**config.mk**
```make
export PLATFORM = sky130hd
export DESIGN_NAME = trv_keystream
export DESIGN_NICKNAME = d
export VERILOG_FILES = /design/src/rtl/trv_pkg.sv /design/src/rtl/trv_step.sv /design/src/rtl/trv_unroll.sv /design/src/rtl/trv_warmup.sv /design/src/rtl/trv_keystream.sv
export SDC_FILE = /design/constraint.sdc
export NUM_CORES = 1
export LEC_CHECK = 0
export ABC_AREA = 1
export BUFFER_PORTS_ARGS = -buffer_cell sky130_fd_sc_hd__buf_4
export CELL_PAD_IN_SITES_DETAIL_PLACEMENT = 0
export CELL_PAD_IN_SITES_GLOBAL_PLACEMENT = 1
export CORE_UTILIZATION = 37
export DETAILED_ROUTE_END_ITERATION = 10
export PLACE_DENSITY = 0.79
export SLEW_MARGIN = 0
export SYNTH_ARGS = -nofsm -noshare
export SYNTH_HDL_FRONTEND = slang
export SYNTH_HIERARCHICAL = 1
export SYNTH_SLANG_ARGS = --single-unit
```
**constraint.sdc**
```tcl
create_clock -name clk -period 5.6 [get_ports clk]
set_input_delay 0.28 -clock clk [delete_from_list [all_inputs] [get_ports clk]]
set_output_delay 0.28 -clock clk [all_outputs]
set_load 0.005 [all_outputs]
```
**src/rtl/trv_pkg.sv**
```systemverilog
`timescale 1ns/1ps
package trv_pkg;
    localparam int unsigned KEY_W      = 80;
    localparam int unsigned IV_W       = 80;
    localparam int unsigned LEN_A      = 93;
    localparam int unsigned LEN_B      = 84;
    localparam int unsigned LEN_C      = 111;
    localparam int unsigned STATE_W    = LEN_A + LEN_B + LEN_C;
    localparam int unsigned HEAD_B     = LEN_A;
    localparam int unsigned HEAD_C     = LEN_A + LEN_B;
    localparam int unsigned WARM_STEPS = 1152;

    typedef logic [STATE_W-1:0] trv_state_t;

    // Seed layout: key at the head of ring A, IV at the head of ring B,
    // top three positions of ring C set.
    function automatic trv_state_t trv_seed(input logic [KEY_W-1:0] key,
                                            input logic [IV_W-1:0]  iv);
        trv_state_t s;
        s = '0;
        s[KEY_W-1:0]             = key;
        s[HEAD_B +: IV_W]        = iv;
        s[STATE_W-1:STATE_W-3]   = 3'b111;
        return s;
    endfunction
endpackage

```
**src/rtl/trv_step.sv**
```systemverilog
`timescale 1ns/1ps
module trv_step
    import trv_pkg::*;
(
    input  trv_state_t s_i,
    output trv_state_t s_o,
    output logic       z_o
);
    logic lin_a, lin_b, lin_c;
    logic fb_a, fb_b, fb_c;

    always_comb begin
        lin_a = s_i[65]  ^ s_i[HEAD_B-1];
        lin_b = s_i[161] ^ s_i[HEAD_C-1];
        lin_c = s_i[242] ^ s_i[STATE_W-1];
        z_o   = lin_a ^ lin_b ^ lin_c;
        fb_a  = lin_a ^ (s_i[90]  & s_i[91])  ^ s_i[170];
        fb_b  = lin_b ^ (s_i[174] & s_i[175]) ^ s_i[263];
        fb_c  = lin_c ^ (s_i[285] & s_i[286]) ^ s_i[68];
        // ring A <- fb_c, ring B <- fb_a, ring C <- fb_b
        s_o   = {s_i[STATE_W-2:HEAD_C], fb_b,
                 s_i[HEAD_C-2:HEAD_B], fb_a,
                 s_i[HEAD_B-2:0],      fb_c};
    end
endmodule

```
**src/rtl/trv_unroll.sv**
```systemverilog
`timescale 1ns/1ps
module trv_unroll
    import trv_pkg::*;
#(
    parameter int unsigned RADIX = 8
) (
    input  trv_state_t       s_i,
    output trv_state_t       s_o,
    output logic [RADIX-1:0] z_o
);
    trv_state_t chain [RADIX+1];

    assign chain[0] = s_i;

    for (genvar g = 0; g < RADIX; g++) begin : g_step
        trv_step u_step (
            .s_i (chain[g]),
            .s_o (chain[g+1]),
            .z_o (z_o[g])
        );
    end

    assign s_o = chain[RADIX];
endmodule

```
**src/rtl/trv_warmup.sv**
```systemverilog
`timescale 1ns/1ps
module trv_warmup #(
    parameter int unsigned WARM_CLKS = 144
) (
    input  logic clk,
    input  logic rst_n,
    input  logic clear_i,
    input  logic adv_i,
    output logic done_o
);
    localparam int unsigned CNT_W = $clog2(WARM_CLKS + 1);

    logic [CNT_W-1:0] cnt_d, cnt_q;

    assign done_o = (cnt_q == CNT_W'(WARM_CLKS));

    always_comb begin
        cnt_d = cnt_q;
        if (clear_i) begin
            cnt_d = '0;
        end else if (adv_i && !done_o) begin
            cnt_d = cnt_q + 1'b1;
        end
    end

    always_ff @(posedge clk or negedge rst_n) begin
        if (!rst_n) begin
            cnt_q <= '0;
        end else begin
            cnt_q <= cnt_d;
        end
    end

    p_cnt_bound_r4: assert property (@(posedge clk) disable iff (!rst_n)
        cnt_q <= CNT_W'(WARM_CLKS));
    p_done_sticky_r4: assert property (@(posedge clk) disable iff (!rst_n)
        (done_o && !clear_i) |=> done_o);
    p_cnt_hold_r6: assert property (@(posedge clk) disable iff (!rst_n)
        (!clear_i && !adv_i) |=> $stable(cnt_q));
    p_clear_restart_r7: assert property (@(posedge clk) disable iff (!rst_n)
        clear_i |=> (cnt_q == '0));
endmodule

```
**src/rtl/trv_keystream.sv**
```systemverilog
`timescale 1ns/1ps
module trv_keystream
    import trv_pkg::*;
#(
    parameter int unsigned RADIX = 8
) (
    input  logic             clk,
    input  logic             rst_n,
    input  logic [79:0]      key_i,
    input  logic [79:0]      iv_i,
    input  logic             load_i,
    input  logic             run_i,
    output logic [RADIX-1:0] ks_o,
    output logic             ks_valid_o
);
    localparam int unsigned WARM_CLKS = WARM_STEPS / RADIX;

    if ((RADIX < 1) || (RADIX > 64) || ((WARM_STEPS % RADIX) != 0)) begin : g_bad_radix
        $error("trv_keystream: RADIX must divide 1152 and be at most 64");
    end

    typedef struct packed {
        trv_state_t       st;
        logic [RADIX-1:0] ks;
        logic             vld;
    } regs_t;

    regs_t            r_d, r_q;
    trv_state_t       st_adv;
    logic [RADIX-1:0] z_word;
    logic             warm_done;

    trv_unroll #(.RADIX(RADIX)) u_unroll (
        .s_i (r_q.st),
        .s_o (st_adv),
        .z_o (z_word)
    );

    trv_warmup #(.WARM_CLKS(WARM_CLKS)) u_warmup (
        .clk     (clk),
        .rst_n   (rst_n),
        .clear_i (load_i),
        .adv_i   (run_i),
        .done_o  (warm_done)
    );

    always_comb begin
        r_d     = r_q;
        r_d.vld = 1'b0;
        r_d.ks  = '0;
        if (load_i) begin
            r_d.st = trv_seed(key_i, iv_i);
        end else if (run_i) begin
            r_d.st  = st_adv;
            r_d.vld = warm_done;
            r_d.ks  = warm_done ? z_word : '0;
        end
    end

    always_ff @(posedge clk or negedge rst_n) begin
        if (!rst_n) begin
            r_q <= '0;
        end else begin
            r_q <= r_d;
        end
    end

    assign ks_o       = r_q.ks;
    assign ks_valid_o = r_q.vld;

    p_valid_needs_run_r6: assert property (@(posedge clk) disable iff (!rst_n)
        ks_valid_o |-> $past(run_i && !load_i));
    p_state_hold_r6: assert property (@(posedge clk) disable iff (!rst_n)
        (!run_i && !load_i) |=> $stable(r_q.st));
    p_valid_after_warm_r4: assert property (@(posedge clk) disable iff (!rst_n)
        ks_valid_o |-> $past(warm_done));
    p_load_drops_valid_r7: assert property (@(posedge clk) disable iff (!rst_n)
        load_i |=> !ks_valid_o);
    p_zero_when_idle_r9: assert property (@(posedge clk) disable iff (!rst_n)
        !ks_valid_o |-> (ks_o == '0));
    p_seed_tail_r2: assert property (@(posedge clk) disable iff (!rst_n)
        load_i |=> (r_q.st[STATE_W-1:STATE_W-3] == 3'b111));
endmodule

```
-- Word level (Yosys, flattened, before mapping)
Index checks and enable logic that the tools add are counted.
- equality and inequality tests: 1
- bitwise logic cells: 112
- multiplexer cells: 6
- add/subtract/negate cells: 1
- reductions and logical operators: 4
- operator list (cell ; number):
    $mux W297 ; 1
    $mux W288 ; 1
    $xor A1 B1 Y1 ; 88
    $and A1 B1 Y1 ; 24
    $mux W8 ; 3
    $mux W9 ; 1
    $add A8 B1 Y8 const B ; 1
    $eq A8 B8 Y1 const B ; 1
    $reduce_bool A2 Y1 ; 2
    $logic_and A1 B1 Y1 ; 1
    $logic_not A1 Y1 ; 1
- register bits: 305
- input bits: 164
- output and inout bits: 9
- logic and storage cells: 128

-- Longest topological paths before layout
- word-level depth: 6
- mapped depth: 16
- mapped depth without buffers: 9

-- Cells and area by module
Netlist, hierarchy kept.
- modules (own cells, without submodules) (module ; cells each ; sequential area each (µm²) ; area an instance (µm²) ; times used):
    trv_step ; 334 ; 0.0 ; 2363.5 ; 8
    trv_keystream ; 1461 ; 7432.1 ; 12553.3 ; 1
    trv_warmup ; 76 ; 200.2 ; 518.0 ; 1

-- Worst setup path before layout
OpenSTA, ideal clock, no wires.
- kind: reg2reg
- start: register r_q[74] (netlist bit)
- end: register r_q[13] (netlist bit)
- buffers on the path: 8
- library setup time: 0.124 ns
- arrival time: 1.791 ns
- required time: 5.476 ns
- period minus slack after synthesis: 1.916 ns
- cell stages (with the launch flop): 16
- setup slack: 3.684 ns
- cell sequence: dfrtp_1 > buf_4 > buf_4 > buf_4 > inv_1 > xor2_1 > inv_1 > nand2_1 > nand2_1 > buf_4 > buf_4 > buf_4 > buf_4 > buf_4 > nand3_1 > nand3_1
- word-level cells in the longest chain between the ends: 3
- ends and longest elaborated chain (what ; line ; RTL):
    start: declaration ; trv_keystream.sv:28 ; regs_t r_d, r_q;
    start signal: assignment ; trv_keystream.sv:64 ; r_q <= r_d;
    $xor A1 B1 Y1 ; trv_step.sv:19 ; fb_c = lin_c ^ (s_i[285] & s_i[286]) ^ s_i[68];
    net u_unroll.g_step[3].u_step.fb_c ; trv_step.sv:10 ; logic fb_a, fb_b, fb_c;
    $mux W297 ; trv_keystream.sv:53 ; end else if (run_i) begin
    $mux W288 ; trv_keystream.sv:51 ; if (load_i) begin
The timed path passes the listed nets, and every way through them passes these cells. The select of a mux whose other input is x is not followed.
A chain may end at the register's enable or synchronous reset.

==> results_tabular.tex <==
\begin{tabular}{lr}
\hline
Metric & Value \\
\hline
\multicolumn{2}{l}{\textbf{Timing}} \\
\quad Worst setup skew after layout & $\sim$18 ps \\
\quad Number of endpoints failing setup at the final stage & 0 \\
\quad Actual transition at the worst max-transition pin & just over 1000 ps \\
\quad Normalized max-slew margin & 32.9\% \\
\quad Crit share post-route & a little over 30\% \\
\quad RSZ-0062 raised after global routing & false \\
\quad Post-layout worst setup margin & 3870 ps \\
\quad Final-report max-slew violation count & 0 \\
\quad Maximum clock frequency & 577 MHz \\
\quad Number of hold violations in the final report & 0 \\
\quad Minimum hold slack & 12.9 ps \\
\quad Setup TNS & 0 ps \\
\quad Tmin final & roughly 1700 ps \\
\multicolumn{2}{l}{\textbf{Logic synthesis}} \\
\quad Mean instance size in the synthesized netlist & 7.60 sq um \\
\quad Number of different library cells in the post-synthesis netlist & 22 \\
\quad Cell area after synthesis & around 32000 sq um \\
\quad Yosys Warn Count & 6 \\
\quad Post-Syn Nets & approximately 4400 \\
\quad Sequential share of the synthesized area & 23.9\% \\
\quad Synth Instances & approximately 4200 \\
\quad Number of synthesized register bits & 305 \\
\multicolumn{2}{l}{\textbf{Worst setup path}} \\
\quad Startpoint of the lowest-slack register-to-register path & r\_q[177]\$\_DFFE\_PN0P\_ \\
\quad Type of element capturing the critical path & flop \\
\quad Worst setup startpoint & run\_i \\
\quad Crit Path Category & primary input to flop \\
\quad End of the worst register-to-register path & r\_q[107]\$\_DFFE\_PN0P\_ \\
\quad Critical Path Max Stage Delay & 630 ps \\
\quad CP required & 6020 ps \\
\quad Cell Chain, Critical Path & buf\_8 > buf\_12 > nand3\_2 > nor2\_1 \\
\quad Count of cell instances traversed by the critical path & 4 \\
\quad Worst path buffer plus inverter count & 2 \\
\quad Family with the most delay on the worst path & buffers and inverters \\
\quad Arrival time of the worst setup path & 2160 ps \\
\quad Number of cells on the worst reg-to-reg path & 7 \\
\quad Crit Path Max Fanout & roughly 180 \\
\quad Startpoint type of the worst setup path & primary input \\
\quad Termination of the worst setup path & ks\_o[5]\$\_DFF\_PN0\_ \\
\quad Critical Path Slowest Stage Cell & buf\_12 \\
\quad Internal reg-to-reg setup slack & 4020 ps \\
\multicolumn{2}{l}{\textbf{Floorplan}} \\
\quad Number of top-level pins & 173 \\
\quad Die boundary width & 296 microns \\
\quad Area of the die & 87600 sq um \\
\quad FP Rows & 107 \\
\quad Area of the placeable core & 85400 sq um \\
\quad Effective utilization at floorplan & 37.4\% \\
\quad Vertical extent of the die & 296 microns \\
\multicolumn{2}{l}{\textbf{Route}} \\
\quad Total Routed Length & 46000 microns \\
\quad Via-per-instance ratio & $\sim$4.0 \\
\quad Vias & roughly 13000 \\
\quad Wire length per cell after detailed routing & 13.9 microns \\
\quad TritonRoute pass-1 iters & 5 \\
\quad DR iter-0 viols & 1006 \\
\quad \# DRC & 0 \\
\quad Number of nets with antenna violations after detailed routing & 0 \\
\multicolumn{2}{l}{\textbf{Final layout}} \\
\quad Layout cell share with drive strength beyond 1 & a little under an eighth \\
\quad Multi-input gate area & 6070 sq um \\
\quad Leading cell types in the layout, fill and taps excluded & nand2\_1 (825), nand3\_1 (477), dfrtp\_1 (305), buf\_4 (177), dlygate4sd3\_1 (140) \\
\quad Fillers & 9545 \\
\quad Layout overhead on the synthesized area & -39.3\% \\
\quad Area used by sequential logic in the layout & 7630 sq um \\
\quad Final-stage net count & 2309 \\
\quad Non-filler instance count after layout & 3312 \\
\quad Commonest non-fill, non-tap cell in the layout & nand2\_1 \\
\multicolumn{2}{l}{\textbf{Global route}} \\
\quad Vias in the first global route & 12715 \\
\quad Overall routing resource usage & approximately a tenth \\
\quad Maximum number of pins on one net before global-route repair & 201 \\
\quad Global-route wire length before repair & 72000 microns \\
\quad Initial antenna violation count & 0 \\
\quad Overflow left after global routing & 0 \\
\multicolumn{2}{l}{\textbf{Flow run}} \\
\quad Max Cap Violations & 0 \\
\multicolumn{2}{l}{\textbf{Placed design}} \\
\quad Dpl cells & 3111 \\
\quad Total half-perimeter wirelength after legalization and detailed placement & $\sim$30000 microns \\
\quad Final weighted congestion of routability-driven global placement & 0.783 \\
\quad Post-placement setup slack & 3330 ps \\
\quad Number of buffers inserted by port buffering & 172 \\
\multicolumn{2}{l}{\textbf{Pwr}} \\
\quad Design Power & 0.00545 W \\
\quad Leakage power & 9.62 nW \\
\quad VDD IR-drop max & 0.161 mV \\
\quad Total power density per cell area & 280 nW/um\^{}2 \\
\multicolumn{2}{l}{\textbf{Clock network}} \\
\quad Clk root buf & clkbuf\_16 \\
\quad H-tree lvl count & 2 \\
\quad Clock tree from TritonCTS & built \\
\quad Post-CTS Setup Bufs & 0 \\
\quad Clk slew on worst S/H paths & about 60 ps \\
\quad Bufs on Longest Clock Path & 3 \\
\quad Clock sinks & 305 \\
\quad Source-to-sink clock delay at the later pin of the worst-skew pair & 530 ps \\
\quad TritonCTS Buffers & 34 \\
\multicolumn{2}{l}{\textbf{Outcome}} \\
\quad Status & finished, final reports clean \\
\multicolumn{2}{l}{\textbf{Worst hold path}} \\
\quad Min-Delay Path Class & primary input to flop \\
\hline
\end{tabular}
-- synth_stat cells, drive strengths merged --
cell type,number,area [sq um]
a21oi,5,25.0
buf,2414,17900
clkbuf,11,41.3
dfrtp,305,7630
ha,2,25.0
inv,92,345
nand2,835,3160
nand3,478,2400
nand3b,8,60.1
nand4,1,6.26
nor2,22,95.1
nor3,2,10.0
o21ai,1,5.00
xnor2,8,70.1
xor2,25,219
-- report_power, final --
| group | total, W | switching [W] | internal (W) |
|---|---|---|---|
| combinational | 0.000706 | 0.000413 | 0.000294 |
| sequential | 0.00248 | 0.000139 | 0.00234 |
| clock | 0.00226 | 0.000947 | 0.00131 |
-- worst reg2reg max path, cell delays in order (launching register included) --
cell	delay (ps)
dfrtp_1	640
inv_1	120
xor2_1	210
inv_1	60
nand2_1	50
nand2_1	120
nand3_1	160
nand3_1	100
-- cell type report --
cell class | count | area share [%]
multi-input combinational | 1387 | 31.3
clock buffer | 50 | 5.00
inverter | 92 | 1.82
sequential | 305 | 39.3
tap | 1144 | 7.37
clock inverter | 10 | 0.676
timing repair buffer | 323 | 14.6
antenna | 1 | 0.0129
-- metal layers --
layer,part of all wire [%],GRT usage [%],vias to the layer above
li1,-,-,6538
met2,48,17.2,276
met3,4.0,1.42,53
met1,46,14.1,6278
met5,0,0,-
met4,2.2,2.87,0
-- cell families after synthesis --
| kind of cell | count (synthesis) | share of synthesized area (%) |
|---|---|---|
| flip-flops | 305 | 23.9 |
| AO/OA/AOI/OAI | 6 | 0.0939 |
| AND/OR/NAND/NOR | 1346 | 17.9 |
| buffers and inverters | 2517 | 57.1 |
| XOR/XNOR | 33 | 0.904 |
| adder cells (fa/ha/maj) | 2 | 0.0782 |
-- worst min-delay path by stage --
stage	from	end	slack [ps]	depth (start not counted)
6_report	key_i[65]	r_q[74]$_DFFE_PN0P_	10	3
5_1_grt	key_i[60]	r_q[69]$_DFFE_PN0P_	20	3
4_1_cts	key_i[75]	r_q[84]$_DFFE_PN0P_	4	3
3_5_place_dp	rst_n	r_q[70]$_DFFE_PN0P_	200	1
3_3_place_gp	rst_n	r_q[70]$_DFFE_PN0P_	200	1
2_1_floorplan	rst_n	ks_o[0]$_DFF_PN0_	-20	0
-- flip-flops by register name, indices dropped and copies added, names as in the netlist --
| signal | cells |
|---|---|
| r_q | 288 |
| ks_valid_o | 1 |
| u_warmup/cnt_q | 8 |
| ks_o | 8 |
-- what timing repair did --
item | CTS | global route
resized for setup | 0 | 0
hold buffers | 140 | 0
endpoints found under the hold margin | 172 | 0
-- metrics by stage --
step	util, %	area (sq um)
3_3_place_gp	19.8	16900
6_report	22.7	19400
5_1_grt	22.7	19400
3_5_place_dp	19.8	16900
4_1_cts	22.7	19400
2_1_floorplan	-	32000
No activity file was read; power rests on OpenSTA's default activity.
